## src/rtl/rxstat_pkg.sv

```systemverilog
package rxstat_pkg;
    typedef enum logic [1:0] {
        ST_WAIT  = 2'd0,
        ST_SHIFT = 2'd1,
        ST_LATCH = 2'd2,
        ST_IDLE  = 2'd3
    } exp_state_e;
endpackage

```

## src/rtl/rxstat_window_timer.sv

```systemverilog
module rxstat_window_timer #(
    parameter int WIN_LOG = 17,
    parameter int BIT_LOG = 12
) (
    input  logic               clk,
    input  logic               rst_n,
    output logic               win_end,
    output logic               slot_end,
    output logic [BIT_LOG-1:0] phase
);
    localparam logic [WIN_LOG-1:0] WIN_LAST  = '1;
    localparam logic [BIT_LOG-1:0] SLOT_LAST = '1;

    logic [WIN_LOG-1:0] wcnt;

    always_ff @(posedge clk) begin
        if (!rst_n) wcnt <= '0;
        else        wcnt <= wcnt + 1'b1;
    end

    assign win_end  = (wcnt == WIN_LAST);
    assign phase    = wcnt[BIT_LOG-1:0];
    assign slot_end = (phase == SLOT_LAST);
endmodule

```

## src/rtl/rxstat_accum.sv

```systemverilog
module rxstat_accum #(
    parameter int NPORTS = 8
) (
    input  logic              clk,
    input  logic              rst_n,
    input  logic [NPORTS-1:0] port_rx,
    input  logic              win_end,
    output logic [NPORTS-1:0] acc,
    output logic [NPORTS-1:0] snap
);
    for (genvar p = 0; p < NPORTS; p++) begin : g_port
        always_ff @(posedge clk) begin
            if (!rst_n || win_end) acc[p] <= 1'b0;
            else if (port_rx[p])   acc[p] <= 1'b1;
        end
        assign snap[p] = acc[p] | port_rx[p];
    end
endmodule

```

## src/rtl/rxstat_shift_fsm.sv

```systemverilog
module rxstat_shift_fsm
    import rxstat_pkg::*;
#(
    parameter int NPORTS    = 8,
    parameter int BIT_LOG   = 12,
    parameter int SETUP_LOG = 11
) (
    input  logic               clk,
    input  logic               rst_n,
    input  logic               win_end,
    input  logic               slot_end,
    input  logic [BIT_LOG-1:0] phase,
    input  logic [NPORTS-1:0]  snap,
    output logic               ser_data,
    output logic               ser_clk,
    output logic               ser_load
);
    localparam int IDXW = (NPORTS > 1) ? $clog2(NPORTS) : 1;
    localparam logic [IDXW-1:0]    LAST_BIT  = IDXW'(NPORTS - 1);
    localparam logic [BIT_LOG-1:0] SETUP_CNT = BIT_LOG'(1 << SETUP_LOG);

    exp_state_e        state, state_nx;
    logic [IDXW-1:0]   bit_idx;
    logic [NPORTS-1:0] sreg;

    always_comb begin
        state_nx = state;
        unique case (state)
            ST_WAIT:  if (win_end) state_nx = ST_SHIFT;
            ST_SHIFT: if (slot_end && bit_idx == LAST_BIT) state_nx = ST_LATCH;
            ST_LATCH: if (slot_end) state_nx = ST_IDLE;
            ST_IDLE:  if (win_end) state_nx = ST_SHIFT;
        endcase
    end

    always_ff @(posedge clk) begin
        if (!rst_n) begin
            state   <= ST_WAIT;
            bit_idx <= '0;
            sreg    <= '0;
        end else begin
            state <= state_nx;
            if (win_end) begin
                sreg    <= snap;
                bit_idx <= '0;
            end else if (state == ST_SHIFT && slot_end) begin
                sreg    <= {sreg[NPORTS-2:0], 1'b0};
                bit_idx <= bit_idx + 1'b1;
            end
        end
    end

    always_comb begin
        ser_data = 1'b0;
        ser_clk  = 1'b0;
        ser_load = 1'b0;
        unique case (state)
            ST_SHIFT: begin
                ser_data = sreg[NPORTS-1];
                ser_clk  = (phase >= SETUP_CNT);
            end
            ST_LATCH: ser_load = 1'b1;
            ST_WAIT, ST_IDLE: ;
        endcase
    end
endmodule

```

## src/rtl/rxstat_serializer.sv

```systemverilog
module rxstat_serializer #(
    parameter int NPORTS    = 8,
    parameter int WIN_LOG   = 17,
    parameter int BIT_LOG   = 12,
    parameter int SETUP_LOG = 11
) (
    input  logic              clk,
    input  logic              rst_n,
    input  logic [NPORTS-1:0] port_rx,
    output logic              ser_data,
    output logic              ser_clk,
    output logic              ser_load
);
    logic               win_end;
    logic               slot_end;
    logic [BIT_LOG-1:0] phase;
    logic [NPORTS-1:0]  acc;
    logic [NPORTS-1:0]  snap;

    rxstat_window_timer #(.WIN_LOG(WIN_LOG), .BIT_LOG(BIT_LOG)) timer_i (
        .clk(clk), .rst_n(rst_n), .win_end(win_end),
        .slot_end(slot_end), .phase(phase)
    );

    rxstat_accum #(.NPORTS(NPORTS)) accum_i (
        .clk(clk), .rst_n(rst_n), .port_rx(port_rx),
        .win_end(win_end), .acc(acc), .snap(snap)
    );

    rxstat_shift_fsm #(.NPORTS(NPORTS), .BIT_LOG(BIT_LOG), .SETUP_LOG(SETUP_LOG)) fsm_i (
        .clk(clk), .rst_n(rst_n), .win_end(win_end), .slot_end(slot_end),
        .phase(phase), .snap(snap), .ser_data(ser_data),
        .ser_clk(ser_clk), .ser_load(ser_load)
    );
endmodule

```

## config.mk

```make
export PLATFORM = sky130hd
export DESIGN_NAME = rxstat_serializer
export DESIGN_NICKNAME = d
export VERILOG_FILES = /design/src/rtl/rxstat_pkg.sv /design/src/rtl/rxstat_window_timer.sv /design/src/rtl/rxstat_accum.sv /design/src/rtl/rxstat_shift_fsm.sv /design/src/rtl/rxstat_serializer.sv
export SDC_FILE = /design/constraint.sdc
export NUM_CORES = 1
export LEC_CHECK = 0
export CORE_MARGIN = 2
export CORE_UTILIZATION = 55
export CTS_CLUSTER_SIZE = 14
export DETAILED_ROUTE_END_ITERATION = 16
export PLACE_DENSITY_LB_ADDON = 0.3
export RECOVER_POWER = 25
export SETUP_SLACK_MARGIN = 0.5
export SLEW_MARGIN = 30
export SYNTH_ARGS = -nofsm -noshare
export SYNTH_HDL_FRONTEND = slang
export SYNTH_HIERARCHICAL = 1
export SYNTH_SLANG_ARGS = --single-unit
```

## constraint.sdc

```tcl
create_clock -name clk -period 5 [get_ports clk]
set_input_delay 1 -clock clk [delete_from_list [all_inputs] [get_ports clk]]
set_output_delay 1 -clock clk [all_outputs]
set_load 0.05 [all_outputs]
```

==> results.toml <==
[outcome]
status = "complete, no violations"

[route]
vias_per_cell = 5.34
drtPass1Iterations = 4
ant_nets = 0
wl_per_cell_um = 11.8
vias = 1202
drc = 0
wl_um = 2660
drt_iter0_markers = 63

[sta]
report.final.slew_viol_count = 0
max-slew-margin-rel_pct = 18.2
rsz0062_at_grt = "false"
post-route-min-period_ns = 2.94
fmax_mhz = 340
setup_ws_ns = 2.06
setup_tns_ns = 0
tightest_slew_ns = 1.23
holdWs_ns = 0.469
fin_crit_sh_pct = 58.8
clock_skew_ns = 0.0106
finalSetupViolCount = 0
finalHoldViolations = 0

[global_route]
grt_pass1_vias = 1058
grt_max_degree = 35
antenna_found_initial = 0
grt_pass1_wl_um = 4480
grt_usage_pct = 17.3
overflow = 0

[cts]
clk_latency_ns = 0.34
clockBufferDepth = 2
cts.sinks = 38
tritoncts = "yes"
cts_resized = 0
numCtsBuffers = 5
cts_root_buffer = "clkbuf_4"
post-cts-setup-buffer-count = 0
htreeDepth = 2
ctsHoldBuffers = 0
clk_pin_slew_ns = 0.10

[critical_path]
cpMaxStageDelayCell = "clkdlybuf4s50_1"
cp-start-kind = "register"
critical_path_buf_inv_count = 1
crit_fanout = 7
worstPathRequired_ns = 4.00
reg2reg_slack_ns = 2.52
critPathTopFamily = "buffers and inverters"
worstSetupEndpointType = "output pin"
crit_chain = "ha_1 > and2_1 > clkdlybuf4s50_1"
worstPathArrival_ns = 1.94
slowest_delay_ns = 0.79
critical_path_class = "reg -> out"

[layout]
nNetsFinal = 207
drive_gt1_share_pct = 6.25
flow.area_growth_from_synthesis_pct = 11.9
antenna_cells = 0
utilization_pct = 63.4
layout_common_cells = "dfxtp_1 (38), nand2_1 (17), mux2i_1 (11), clkdlybuf4s50_1 (11), and2_1 (10)"
final_common_cell = "dfxtp_1"

[floorplan]
die_w_um = 59.4
core_area_um2 = 2980
io_pins = 13
rows = 20
die_area_um2 = 3530
fp.dieH_um = 59.4
start_util_pct = 56.7

[synthesis]
syn_area_um2 = 1690
synth_fp_nets = 194
yosys_warnings = 6
syn_inst = 178
avgSynthCellArea_um2 = 9.48

[place]
place_ws_ns = 2.37
dp.final_hpwl_um = 1890
port_buffers = 12
place_congestion = 0.784

[run]
cap_violations = 0

[pwr]
p_total_w = 0.000539
ir_worst_vdd_mv = 0.179
p_per_area_nw_per_um2 = 286
p_leak_nw = 0.806

[min_path]
hp-class = "reg -> reg"
## worst paths after layout
path	startpoint	to	depth (start not counted)
hold reg to reg	fsm_i/bit_idx[1]	fsm_i/bit_idx[1]	2
setup reg to reg	timer_i/wcnt[0]	fsm_i/state[1]	9
setup / recovery	fsm_i/state[0]	ser_clk	3
hold / removal	fsm_i/bit_idx[1]	fsm_i/bit_idx[1]	2
## registers in the layout, indices dropped and copies added, names as in the netlist
| signal | cells |
|---|---|
| timer_i/wcnt | 17 |
| fsm_i/bit_idx | 3 |
| accum_i/acc | 8 |
| fsm_i/state | 2 |
| fsm_i/sreg | 8 |
## per-layer routing
layer / vias up / global-route usage [%] / routed length, um
met2: 19 / 26.8 / 1270
met3: 5 / 6.55 / 97
li1: 624 / - / -
met5: - / 0 / 0
met1: 554 / 21.2 / 1240
met4: 0 / 7.79 / 55
## through the flow
stage | instance area (um^2) | instances
after CTS | 1890 | 225
final | 1890 | 225
after global routing | 1890 | 225
after detailed placement | 1820 | 217
after floorplan | 1690 | 178
after global placement | 1820 | 217
## report_power, final
part	internal, W	total (W)	switching (W)
clock network	0.000106	0.000202	0.0000958
registers	0.000309	0.000312	0.00000324
logic	0.0000141	0.0000252	0.0000111
total	0.000429	0.000539	0.000110
## worst register-to-register path, cell delays in order, from the launching register on
cell	delay, ns
dfxtp_1	0.40
ha_1	0.27
nand4_4	0.17
nor2_1	0.12
and3_1	0.20
and3_1	0.18
ha_1	0.20
inv_2	0.14
a222oi_1	0.49
mux2i_1	0.24
## area by class of cell
class                           count  area, um^2
Timing Repair Buffer               12         114
Clock buffer                        7        45.0
Multi-Input combinational cell    128         875
Sequential cell                    38         761
Inverter                            6        22.5
Clock inverter                      1        30.0
Fill cell                         257        1090
Tap cell                           33        41.3
No activity file was read; power rests on OpenSTA's default activity.
